### src/rtl/sha256_eng_pkg.sv
package sha256_eng_pkg;

    typedef logic [31:0] word_t;

    typedef struct packed {
        word_t a;
        word_t b;
        word_t c;
        word_t d;
        word_t e;
        word_t f;
        word_t g;
        word_t h;
    } state_t;

    localparam int BLOCK_WORDS = 16;
    localparam int ROUND_COUNT = 64;
    localparam int EXP_ROUNDS  = ROUND_COUNT - BLOCK_WORDS;

    // register offsets and control/status bit positions
    localparam logic [5:0] OFS_CTRL = 6'h00;
    localparam logic [5:0] OFS_DATA = 6'h04;
    localparam logic [5:0] OFS_HASH = 6'h08;
    localparam int BIT_GO    = 0;
    localparam int BIT_RDY   = 1;
    localparam int BIT_VLD   = 2;
    localparam int BIT_ERR   = 4;
    localparam int BIT_SZ_LO = 8;
    localparam int BIT_SWAP  = 12;

    localparam word_t ROUND_K [ROUND_COUNT] = '{
        32'h428a2f98, 32'h71374491, 32'hb5c0fbcf, 32'he9b5dba5,
        32'h3956c25b, 32'h59f111f1, 32'h923f82a4, 32'hab1c5ed5,
        32'hd807aa98, 32'h12835b01, 32'h243185be, 32'h550c7dc3,
        32'h72be5d74, 32'h80deb1fe, 32'h9bdc06a7, 32'hc19bf174,
        32'he49b69c1, 32'hefbe4786, 32'h0fc19dc6, 32'h240ca1cc,
        32'h2de92c6f, 32'h4a7484aa, 32'h5cb0a9dc, 32'h76f988da,
        32'h983e5152, 32'ha831c66d, 32'hb00327c8, 32'hbf597fc7,
        32'hc6e00bf3, 32'hd5a79147, 32'h06ca6351, 32'h14292967,
        32'h27b70a85, 32'h2e1b2138, 32'h4d2c6dfc, 32'h53380d13,
        32'h650a7354, 32'h766a0abb, 32'h81c2c92e, 32'h92722c85,
        32'ha2bfe8a1, 32'ha81a664b, 32'hc24b8b70, 32'hc76c51a3,
        32'hd192e819, 32'hd6990624, 32'hf40e3585, 32'h106aa070,
        32'h19a4c116, 32'h1e376c08, 32'h2748774c, 32'h34b0bcb5,
        32'h391c0cb3, 32'h4ed8aa4a, 32'h5b9cca4f, 32'h682e6ff3,
        32'h748f82ee, 32'h78a5636f, 32'h84c87814, 32'h8cc70208,
        32'h90befffa, 32'ha4506ceb, 32'hbef9a3f7, 32'hc67178f2
    };

    function automatic state_t init_hash();
        state_t s;
        s.a = 32'h6a09e667; s.b = 32'hbb67ae85;
        s.c = 32'h3c6ef372; s.d = 32'ha54ff53a;
        s.e = 32'h510e527f; s.f = 32'h9b05688c;
        s.g = 32'h1f83d9ab; s.h = 32'h5be0cd19;
        return s;
    endfunction

    function automatic word_t round_const(logic [5:0] idx);
        return ROUND_K[idx];
    endfunction

    function automatic word_t rotr(word_t x, int n);
        return (x >> n) | (x << (32 - n));
    endfunction

    function automatic word_t sig_big0(word_t x);
        return rotr(x, 2) ^ rotr(x, 13) ^ rotr(x, 22);
    endfunction

    function automatic word_t sig_big1(word_t x);
        return rotr(x, 6) ^ rotr(x, 11) ^ rotr(x, 25);
    endfunction

    function automatic word_t sig_small0(word_t x);
        return rotr(x, 7) ^ rotr(x, 18) ^ (x >> 3);
    endfunction

    function automatic word_t sig_small1(word_t x);
        return rotr(x, 17) ^ rotr(x, 19) ^ (x >> 10);
    endfunction

    function automatic word_t byte_rev(word_t x);
        return {x[7:0], x[15:8], x[23:16], x[31:24]};
    endfunction

    function automatic state_t add_state(state_t x, state_t y);
        state_t r;
        r.a = x.a + y.a; r.b = x.b + y.b; r.c = x.c + y.c; r.d = x.d + y.d;
        r.e = x.e + y.e; r.f = x.f + y.f; r.g = x.g + y.g; r.h = x.h + y.h;
        return r;
    endfunction

endpackage

### src/rtl/sha256_eng_sched.sv
module sha256_eng_sched
    import sha256_eng_pkg::*;
#(
    parameter int DEPTH = BLOCK_WORDS
) (
    input  logic  clk,
    input  logic  rst,
    input  logic  shift_in,
    input  logic  expand,
    input  word_t in_word,
    output word_t w_cur
);

    localparam int TAP_M2  = DEPTH - 2;
    localparam int TAP_M7  = DEPTH - 7;
    localparam int TAP_M15 = DEPTH - 15;

    word_t hist_q [DEPTH];

    always_comb begin
        if (shift_in) begin
            w_cur = in_word;
        end else begin
            w_cur = sig_small1(hist_q[TAP_M2]) + hist_q[TAP_M7]
                  + sig_small0(hist_q[TAP_M15]) + hist_q[0];
        end
    end

    always_ff @(posedge clk) begin
        if (rst) begin
            for (int i = 0; i < DEPTH; i++) hist_q[i] <= '0;
        end else if (shift_in || expand) begin
            for (int i = 0; i < DEPTH - 1; i++) hist_q[i] <= hist_q[i + 1];
            hist_q[DEPTH - 1] <= w_cur;
        end
    end

    // a schedule slot is fed either from the bus or from expansion, never both
    assert_single_source_R8: assert property (@(posedge clk) disable iff (rst)
        !(shift_in && expand));

endmodule

### src/rtl/sha256_eng_round.sv
module sha256_eng_round
    import sha256_eng_pkg::*;
(
    input  state_t s_in,
    input  word_t  k_in,
    input  word_t  w_in,
    output state_t s_out
);

    word_t t1;
    word_t t2;
    word_t ch;
    word_t maj;

    always_comb begin
        ch    = (s_in.e & s_in.f) ^ (~s_in.e & s_in.g);
        maj   = (s_in.a & s_in.b) ^ (s_in.a & s_in.c) ^ (s_in.b & s_in.c);
        t1    = s_in.h + sig_big1(s_in.e) + ch + k_in + w_in;
        t2    = sig_big0(s_in.a) + maj;
        s_out.a = t1 + t2;
        s_out.b = s_in.a;
        s_out.c = s_in.b;
        s_out.d = s_in.c;
        s_out.e = s_in.d + t1;
        s_out.f = s_in.e;
        s_out.g = s_in.f;
        s_out.h = s_in.g;
    end

endmodule

### src/rtl/sha256_eng_ctrl.sv
module sha256_eng_ctrl
    import sha256_eng_pkg::*;
#(
    parameter int BUSY_CYCLES = 57
) (
    input  logic       clk,
    input  logic       rst,
    input  logic       start,
    input  logic       data_wr,
    input  logic       err_clr,
    output logic       rdy,
    output logic       vld,
    output logic       err,
    output logic       accept,
    output logic       expand,
    output logic       fold,
    output logic       first_word,
    output logic [5:0] rnd
);

    localparam int BW   = $clog2(BUSY_CYCLES + 1);
    localparam int TAIL = BUSY_CYCLES - EXP_ROUNDS;

    logic [BW-1:0] busy_q;
    logic [5:0]    rnd_q;
    logic          vld_q;
    logic          err_q;

    assign rdy        = (busy_q == '0);
    assign accept     = data_wr && rdy;
    assign expand     = (busy_q > BW'(TAIL));
    assign fold       = (busy_q == BW'(1));
    assign first_word = (rnd_q == 6'd0);
    assign rnd        = rnd_q;
    assign vld        = vld_q;
    assign err        = err_q;

    always_ff @(posedge clk) begin
        if (rst) begin
            busy_q <= '0;
            rnd_q  <= '0;
            vld_q  <= 1'b1;
        end else if (start) begin
            busy_q <= '0;
            rnd_q  <= '0;
            vld_q  <= 1'b1;
        end else if (accept) begin
            rnd_q <= rnd_q + 6'd1;
            if (first_word) vld_q <= 1'b0;
            if (rnd_q == 6'(BLOCK_WORDS - 1)) busy_q <= BW'(BUSY_CYCLES);
        end else if (busy_q != '0) begin
            busy_q <= busy_q - BW'(1);
            if (expand) rnd_q <= rnd_q + 6'd1;
            if (fold) vld_q <= 1'b1;
        end
    end

    always_ff @(posedge clk) begin
        if (rst) begin
            err_q <= 1'b0;
        end else if (data_wr && !rdy) begin
            err_q <= 1'b1;
        end else if (err_clr) begin
            err_q <= 1'b0;
        end
    end

    // checker state: length of the current low run of ready
    logic [BW:0] low_run;
    always_ff @(posedge clk) begin
        if (rst || rdy) low_run <= '0;
        else            low_run <= low_run + 1'b1;
    end

    assert_start_flags_R3: assert property (@(posedge clk) disable iff (rst)
        start |=> (rdy && vld));

    assert_first_word_drops_valid_R4: assert property (@(posedge clk) disable iff (rst)
        (accept && first_word && !start) |=> !vld);

    assert_valid_with_ready_R4: assert property (@(posedge clk) disable iff (rst)
        ($rose(vld) && !$past(start)) |-> rdy);

    assert_ready_falls_on_word_R5: assert property (@(posedge clk) disable iff (rst)
        $fell(rdy) |-> $past(accept));

    assert_busy_window_R5: assert property (@(posedge clk) disable iff (rst)
        ($rose(rdy) && !$past(start)) |-> (low_run == (BW+1)'(BUSY_CYCLES)));

    assert_err_sets_R6: assert property (@(posedge clk) disable iff (rst)
        (data_wr && !rdy) |=> err);

    assert_err_sticky_R7: assert property (@(posedge clk) disable iff (rst)
        (err && !err_clr) |=> err);

endmodule

### src/rtl/sha256_stream_engine.sv
module sha256_stream_engine
    import sha256_eng_pkg::*;
#(
    parameter int ADDR_W      = 6,
    parameter int BUSY_CYCLES = 57
) (
    input  logic              clk,
    input  logic              rst,
    input  logic              bus_wr,
    input  logic [ADDR_W-1:0] bus_addr,
    input  logic [31:0]       bus_wdata,
    output logic [31:0]       bus_rdata
);

    localparam int HASH_WORDS = 8;

    logic       wr_ctrl;
    logic       wr_data;
    logic       start;
    logic       err_clr;
    logic       swap_q;
    logic [1:0] size_q;
    word_t      word_in;

    assign wr_ctrl = bus_wr && (bus_addr == ADDR_W'(OFS_CTRL));
    assign wr_data = bus_wr && (bus_addr == ADDR_W'(OFS_DATA));
    assign start   = wr_ctrl && bus_wdata[BIT_GO];
    assign err_clr = wr_ctrl && bus_wdata[BIT_ERR];
    assign word_in = swap_q ? byte_rev(bus_wdata) : bus_wdata;

    logic       rdy, vld, err, accept, expand, fold, first_word;
    logic [5:0] rnd;

    sha256_eng_ctrl #(.BUSY_CYCLES(BUSY_CYCLES)) u_ctrl (
        .clk        (clk),
        .rst        (rst),
        .start      (start),
        .data_wr    (wr_data),
        .err_clr    (err_clr),
        .rdy        (rdy),
        .vld        (vld),
        .err        (err),
        .accept     (accept),
        .expand     (expand),
        .fold       (fold),
        .first_word (first_word),
        .rnd        (rnd)
    );

    word_t w_cur;

    sha256_eng_sched #(.DEPTH(BLOCK_WORDS)) u_sched (
        .clk      (clk),
        .rst      (rst),
        .shift_in (accept),
        .expand   (expand),
        .in_word  (word_in),
        .w_cur    (w_cur)
    );

    state_t hash_q;
    state_t work_q;
    state_t round_in;
    state_t round_out;

    assign round_in = first_word ? hash_q : work_q;

    sha256_eng_round u_round (
        .s_in  (round_in),
        .k_in  (round_const(rnd)),
        .w_in  (w_cur),
        .s_out (round_out)
    );

    always_ff @(posedge clk) begin
        if (rst) begin
            hash_q <= init_hash();
            work_q <= '0;
            swap_q <= 1'b1;
            size_q <= 2'd2;
        end else begin
            if (start)      hash_q <= init_hash();
            else if (fold)  hash_q <= add_state(hash_q, work_q);
            if (accept || expand) work_q <= round_out;
            if (wr_ctrl) begin
                swap_q <= bus_wdata[BIT_SWAP];
                size_q <= bus_wdata[BIT_SZ_LO +: 2];
            end
        end
    end

    logic [HASH_WORDS*32-1:0] hash_flat;
    assign hash_flat = hash_q;

    always_comb begin
        bus_rdata = '0;
        if (bus_addr == ADDR_W'(OFS_CTRL)) begin
            bus_rdata[BIT_RDY]          = rdy;
            bus_rdata[BIT_VLD]          = vld;
            bus_rdata[BIT_ERR]          = err;
            bus_rdata[BIT_SZ_LO +: 2]   = size_q;
            bus_rdata[BIT_SWAP]         = swap_q;
        end
        for (int i = 0; i < HASH_WORDS; i++) begin
            if (bus_addr == ADDR_W'(int'(OFS_HASH) + 4 * i))
                bus_rdata = hash_flat[HASH_WORDS*32-1-32*i -: 32];
        end
    end

    assert_start_loads_init_R2: assert property (@(posedge clk) disable iff (rst)
        start |=> (hash_q == init_hash()));

    assert_hash_held_while_busy_R8: assert property (@(posedge clk) disable iff (rst)
        (!start && !fold) |=> $stable(hash_q));

endmodule

### config.mk
export PLATFORM = sky130hd
export DESIGN_NAME = sha256_stream_engine
export DESIGN_NICKNAME = d
export VERILOG_FILES = /design/src/rtl/sha256_eng_pkg.sv /design/src/rtl/sha256_eng_sched.sv /design/src/rtl/sha256_eng_round.sv /design/src/rtl/sha256_eng_ctrl.sv /design/src/rtl/sha256_stream_engine.sv
export SDC_FILE = /design/constraint.sdc
export NUM_CORES = 2
export LEC_CHECK = 0
export BUFFER_PORTS_ARGS = -buffer_cell sky130_fd_sc_hd__buf_2
export CORE_MARGIN = 2
export CORE_UTILIZATION = 65
export DETAILED_ROUTE_END_ITERATION = 16
export PLACE_DENSITY = 0.84
export SETUP_SLACK_MARGIN = 0.02
export SLEW_MARGIN = 15
export SYNTH_ARGS = -nofsm -noshare
export SYNTH_HDL_FRONTEND = slang
export SYNTH_SLANG_ARGS = --single-unit
### constraint.sdc
create_clock -name clk -period 21.5 [get_ports clk]
set_input_delay 4.3 -clock clk [delete_from_list [all_inputs] [get_ports clk]]
set_output_delay 4.3 -clock clk [all_outputs]
set_load 0.1 [all_outputs]
# Word level (Yosys, flattened, before mapping)

Memory sizes are Yosys's and may differ from the RTL's.
Index checks and enable logic that the tools add are counted.

Add/subtract/negate cells: 20
Magnitude comparators: 2
Equality and inequality tests: 13
Mux-type cells: 50
Bitwise operators: 44
Reduce and logical (&&, ||, !) cells: 20

Operators by type and width:

| cell                 | number |
|---|---|
| $mux W32             | 28 |
| $add A32 B32 Y32     | 18 |
| $xor A32 B32 Y32     | 9 |
| $mux W256            | 1 |
| $and A32 B32 Y32     | 5 |
| $mux W6              | 6 |
| $not A32 Y32         | 1 |
| $or A10 B32 Y32      | 1 |
| $or A13 B32 Y32      | 1 |
| $or A14 B32 Y32      | 1 |
| $or A15 B32 Y32      | 1 |
| $or A19 B32 Y32      | 1 |
| $or A21 B32 Y32      | 1 |
| $or A25 B32 Y32      | 1 |
| $or A26 B32 Y32      | 1 |
| $or A30 B32 Y32      | 1 |
| $or A7 B32 Y32       | 1 |
| $xor A32 B22 Y32     | 1 |
| $xor A32 B29 Y32     | 1 |
| $eq A6 B5 Y1 const B | 4 |
| $eq A6 B4 Y1 const B | 3 |
| $logic_not A6 Y1     | 3 |
| $or A1 B1 Y1         | 16 |
| $mux W1              | 13 |
| other kinds (18)     | 30 |

Register bits after elaboration: 529
Bits in writable memories: 512
Bits in read-only memories: 2,048
Bits of input ports: 41
Output and inout port bits: 32
Word-level logic and storage cells: 173
Memories: 2

Memories:

| memory           | words | width | read ports | clocked after memory_dff | write ports | RTL line               | RTL |
|---|---|---|---|---|---|---|---|
| (name not given) | 64    | 32    | 1          | 0                        | 0           | sha256_eng_pkg.sv:60   | `return ROUND_K[idx];` |
| u_sched.hist_q   | 16    | 32    | 16         | 0                        | 16          | sha256_eng_sched.sv:18 | `word_t hist_q [DEPTH];` |

# Depth between registers and ports, before layout

Depth after elaboration: 10
Depth in mapped cells: 45
Gate-level depth less buffers: 45

# By module

A second synthesis with hierarchy kept.

Cell total of the unflattened synthesis: 7,955
Area total of the unflattened synthesis: 73,183.9 um^2

Modules (own cells, without submodules):

| module               | times used | cells an instance | area an instance (um^2) |
|---|---|---|---|
| sha256_stream_engine | 1          | 4,880             | 37,942.6 |
| sha256_eng_sched     | 1          | 1,733             | 23,829.1 |
| sha256_eng_round     | 1          | 1,256             | 10,667.7 |
| sha256_eng_ctrl      | 1          | 86                | 744.5 |

# Worst setup path after synthesis

Ideal clock, no wire load.

Path kind: in2reg
Start: input port bus_addr[1]
End: memory u_sched.hist_q[0][0] (netlist bit), enable pin
Library setup time: 856 ps
Data arrival time: 15,637 ps
Data required time: 20,644 ps
Slack: 5,007 ps
Cell stages on the path: 9
Cell sequence: nor3_1 > nand2_1 > nor2_1 > nand2_1 > nand3_1 > clkbuf_1 > nor2_1 > clkbuf_1 > inv_1

RTL lines:

| what            | RTL line                   | RTL |
|---|---|---|
| start, declared | sha256_stream_engine.sv:10 | `input logic [ADDR_W-1:0] bus_addr,` |
| end, declared   | sha256_eng_sched.sv:18     |  |

# Worst setup path in the final report

Start: input port bus_addr[2]
End: register work_q[255] (netlist bit)

Longest elaborated chain between the ends: 6
Elaborated cells between the ends (all ways): 7
Classes of those cells: add/sub: 2; eq/ne: 1; mux: 1; reduce/logical: 3

Ends and longest elaborated chain:

| what                 | RTL line                   | RTL |
|---|---|---|
| $eq A6 B3 Y1         | sha256_stream_engine.sv:26 | `assign wr_data = bus_wr && (bus_addr == ADDR_W'(OFS_DATA));` |
| $logic_and A1 B1 Y1  | sha256_stream_engine.sv:26 |  |
| $logic_and A1 B1 Y1  | sha256_eng_ctrl.sv:30      | `assign accept = data_wr && rdy;` |
| $mux W32             | sha256_eng_sched.sv:21     | `if (shift_in) begin` |
| net u_round.w_in[1]  | sha256_eng_round.sv:6      | `input word_t w_in,` |
| $add A32 B32 Y32     | sha256_eng_round.sv:18     | `t1 = s_in.h + sig_big1(s_in.e) + ch + k_in + w_in;` |
| $add A32 B32 Y32     | sha256_eng_round.sv:20     | `s_out.a = t1 + t2;` |
| end signal, assigned | sha256_stream_engine.sv:84 | `if (accept \|\| expand) work_q <= round_out;` |
| end, declared        | sha256_stream_engine.sv:62 | `state_t work_q;` |

The timed path passes the listed nets, and every way through them passes these cells.
A chain may end at the register's enable or synchronous reset.

==> run_results.csv <==
group,metric,value,unit
timing,final_max_slew_viol_count,0,
clock_network,cts_hold_repair.buffers,0,
clock_network,tritoncts_num_sinks,1041,
timing,relSlewSlack,13.1,%
timing,period_minus_slack,12.26,ns
yosys,synth_cells,8037,
hold_path,hold-path-endpoint,"work_q[138]",
worst_setup_path,cp-end-kind,"flop",
global_route,global_route.peak_usage_layer,"met2",
yosys,number_of_enable_flip_flop_cells_after_synthesis,512,
hold_path,min_delay_path_depth,2,
global_route,global_route.usage.met3,11.2,%
yosys,synthFlopType,"dfxtp_1",
clock_network,number_of_post_cts_setup_repair_buffers,0,
worst_setup_path,rr_endpoint,"work_q[255]",
finish,n_fill_cell,8341,
clock_network,htree_levels,3,
global_route,use_met2,64.2,%
worst_setup_path,timing.reg2reg.setup_slack,9.67,ns
worst_setup_path,crit-reg2reg-launch,"u_ctrl.rnd[1]",
placement,portBuffers,72,
yosys,ys_ff_latch,1041,
timing,maxClockFrequency,81.6,MHz
clock_network,ctsLongestPathBuffers,3,
yosys,synth.cell_area,71700,um^2
yosys,synth.area.top_cells,"edfxtp_1 (21%), dfxtp_1 (15%), ha_1 (7.0%)",
clock_network,clock_insertion_delay_worst_skew,0.77,ns
die,fp.dieH,336,um
yosys,synth_seq_area_share,36.2,%
yosys,netlist-cell-type-count,95,
global_route,pin_count_of_the_biggest_net_entering_global_routing,325,
timing,final_min_period_over_clock_period,57.0,%
hold_path,worstHoldStart,"work_q[170]",
route,ant_nets,0,
worst_setup_path,worst_setup_path_start_kind,"input port",
route,vias_per_cell,6.63,
global_route,use_met1,52.8,%
placement,post_dp_cell_area,73000,um^2
hold_path,worst_hold_path_type,"flop to flop",
worst_setup_path,crit_fanout,42,
worst_setup_path,critical_path_required,22.14,ns
timing,post_route_skew,0.0693,ns
worst_setup_path,slowest_stage,"fa_1",
die,die-area,113000,um^2
worst_setup_path,cp_data_arrival_time,12.91,ns
yosys,ys.warnings.count,0,
timing,setup_tns,0,ns
worst_setup_path,max_stage_delay,0.58,ns
clock_network,clk_pin_slew_worst_paths,0.07,ns
finish,layout.area.seq,26000,um^2
finish,syn2layout_area_growth,6.94,%
timing,report.final.hold_viol_count,0,
route,finalWirelength,250,mm
timing,setup_repair_after_global_routing_missed_its_margin,"false",
global_route,via_count_of_the_first_global_routing_pass,57644,
route,avgRoutedWirePerCell,26.6,um
global_route,gr-usage-all-layers,43.5,%
die,ios,73,
finish,layout-drive-gt1-share,5.68,%
finish,multiInputGateArea,42700,um^2
die,initial_core_util,65.7,%
yosys,synthesized_area_per_cell,8.93,um^2
global_route,antenna_violations_before_repair,6,
yosys,synth_top_cell_by_area,"edfxtp_1",
finish,nNetsFinal,8467,
timing,finalSetupViolations,0,
route,detail_route.first_pass.iterations,9,
worst_setup_path,r2r.worst_path.cells,37,
clock_network,post_cts_resize_count,0,
worst_setup_path,path_class,"input port to flop",
placement,globalplace.congestion,1.11,
yosys,synth_largest_type_area_fraction,21.4,%
timing,worst-slew-pin-transition,1.30,ns
finish,fin_area,76700,um^2
global_route,global_route_wire_length_before_repair,366,mm
clock_network,clockRootBuffer,"clkbuf_16",
yosys,synth.net_count,8678,
clock_network,tritoncts,"done",
placement,dp_hpwl,181,mm
worst_setup_path,critical_path.startpoint,"bus_addr[2]",
die,core-area,109000,um^2
die,die-width,336,um
yosys,synthArstFlopShare,0,%
global_route,grt_overflow_total,0,
route,drc,0,
route,first_iter_violations,7930,
flow_run,max_cap_violations,0,
die,rows,121,
clock_network,cts_inserted_buffers,111,
outcome,status,"completed",
route,detailroute.via_count,62325,
flip-flops by register name, summed over array words and instances, names as in the netlist:
signal and flops:
u_ctrl.err 1, hash_flat 256, u_ctrl.busy_q 6, work_q 256
u_ctrl.vld 1, swap_q 1, u_sched.hist_q 512, u_ctrl.rnd 6
size_q 2
cells in the final DEF (no fill, tap or decap), drive strengths merged, types with 165 or more instances in the layout:
cell and n:
ha 403, inv 363, nor2 649, xor2 187
a21o 168, xnor2 432, a311oi 177, edfxtp 512
o21ai 331, nand2 1013, a21oi 661, fa 197
dfxtp 529, nor2b 221, buf 165, and2 343
worst max-delay path: cells and delay by family:
kind,cells,cell delay (ns)
simple gates,8,2.11
fa+ha+maj,6,2.55
compound gates,12,2.70
xor+xnor,2,0.28
buf+inv,7,0.93
layout make-up:
cell class              instances  share of cell area, %
repair buffers                166                   1.50
well taps                    1476                   2.41
multi-input cells            6146                   55.6
flip-flops and latches       1041                   33.9
diodes                          1                0.00326
clock buffers                 147                   4.01
inverters                     360                   1.77
clock inverters                58                  0.842
metrics by stage:
stage	worst slack [ns]	cells	utilization (%)	hold slack, ns
after global placement	8.71	9188	66.9	0.479
after detailed placement	8.74	9188	66.9	0.491
after global routing	8.84	9394	70.3	0.505
after CTS	9.45	9393	70.3	0.477
final	9.24	9395	70.3	0.493
after floorplan	5.01	8037	-	0.446
cells in the mapped netlist, types with 16 or more instances:
library cell  instances
mux2i_1             145
o31ai_1              44
a211o_1              16
a211oi_1            102
inv_1               354
edfxtp_1            512
o21ai_0             234
nor3_1              109
a21oi_1             661
o21bai_1             49
clkbuf_1            408
o21a_1               42
o211ai_1            118
and3_1               35
and2_1              343
nand2b_1             69
fa_1                197
maj3_1               32
a221oi_1             16
nor2_1              649
a31oi_1              48
buf_1                76
nand4_1              25
ha_1                403
o21ai_1              97
mux2_2               50
nor2b_1             221
xnor2_1             431
a21o_1              168
a311oi_1            177
nand2_1            1013
a22oi_1              52
xor2_1              187
a221o_1              25
dfxtp_1             529
or3_1                35
nand3_1              97
worst max-delay path by stage:
stage | to | slack (ns)
2_1_floorplan | u_sched.hist_q[0][0] | 5.01
4_1_cts | work_q[255] | 9.45
3_3_place_gp | work_q[255] | 8.71
5_1_grt | work_q[255] | 8.84
6_report | work_q[255] | 9.24
3_5_place_dp | work_q[255] | 8.74
routing by layer:
metal,vias up,share of wire [%]
met1,29542,36
met4,10,11
met5,-,0.023
met3,1091,11
met2,3826,42
li1,27856,-
kinds of logic after synthesis:
kind of cell / count (synthesis) / share of synthesized area [%]
AND/OR/NAND/NOR: 2673 / 17.3
AO/OA/AOI/OAI: 2013 / 18.2
flip-flops: 1041 / 36.2
buffers and inverters: 850 / 4.49
adder cells (fa/ha/maj): 632 / 13.0
XOR/XNOR: 620 / 7.60
multiplexers: 208 / 3.18
Power is not shown: default switching activity piles up to over one toggle a cycle in this logic, so the estimate is an artifact.
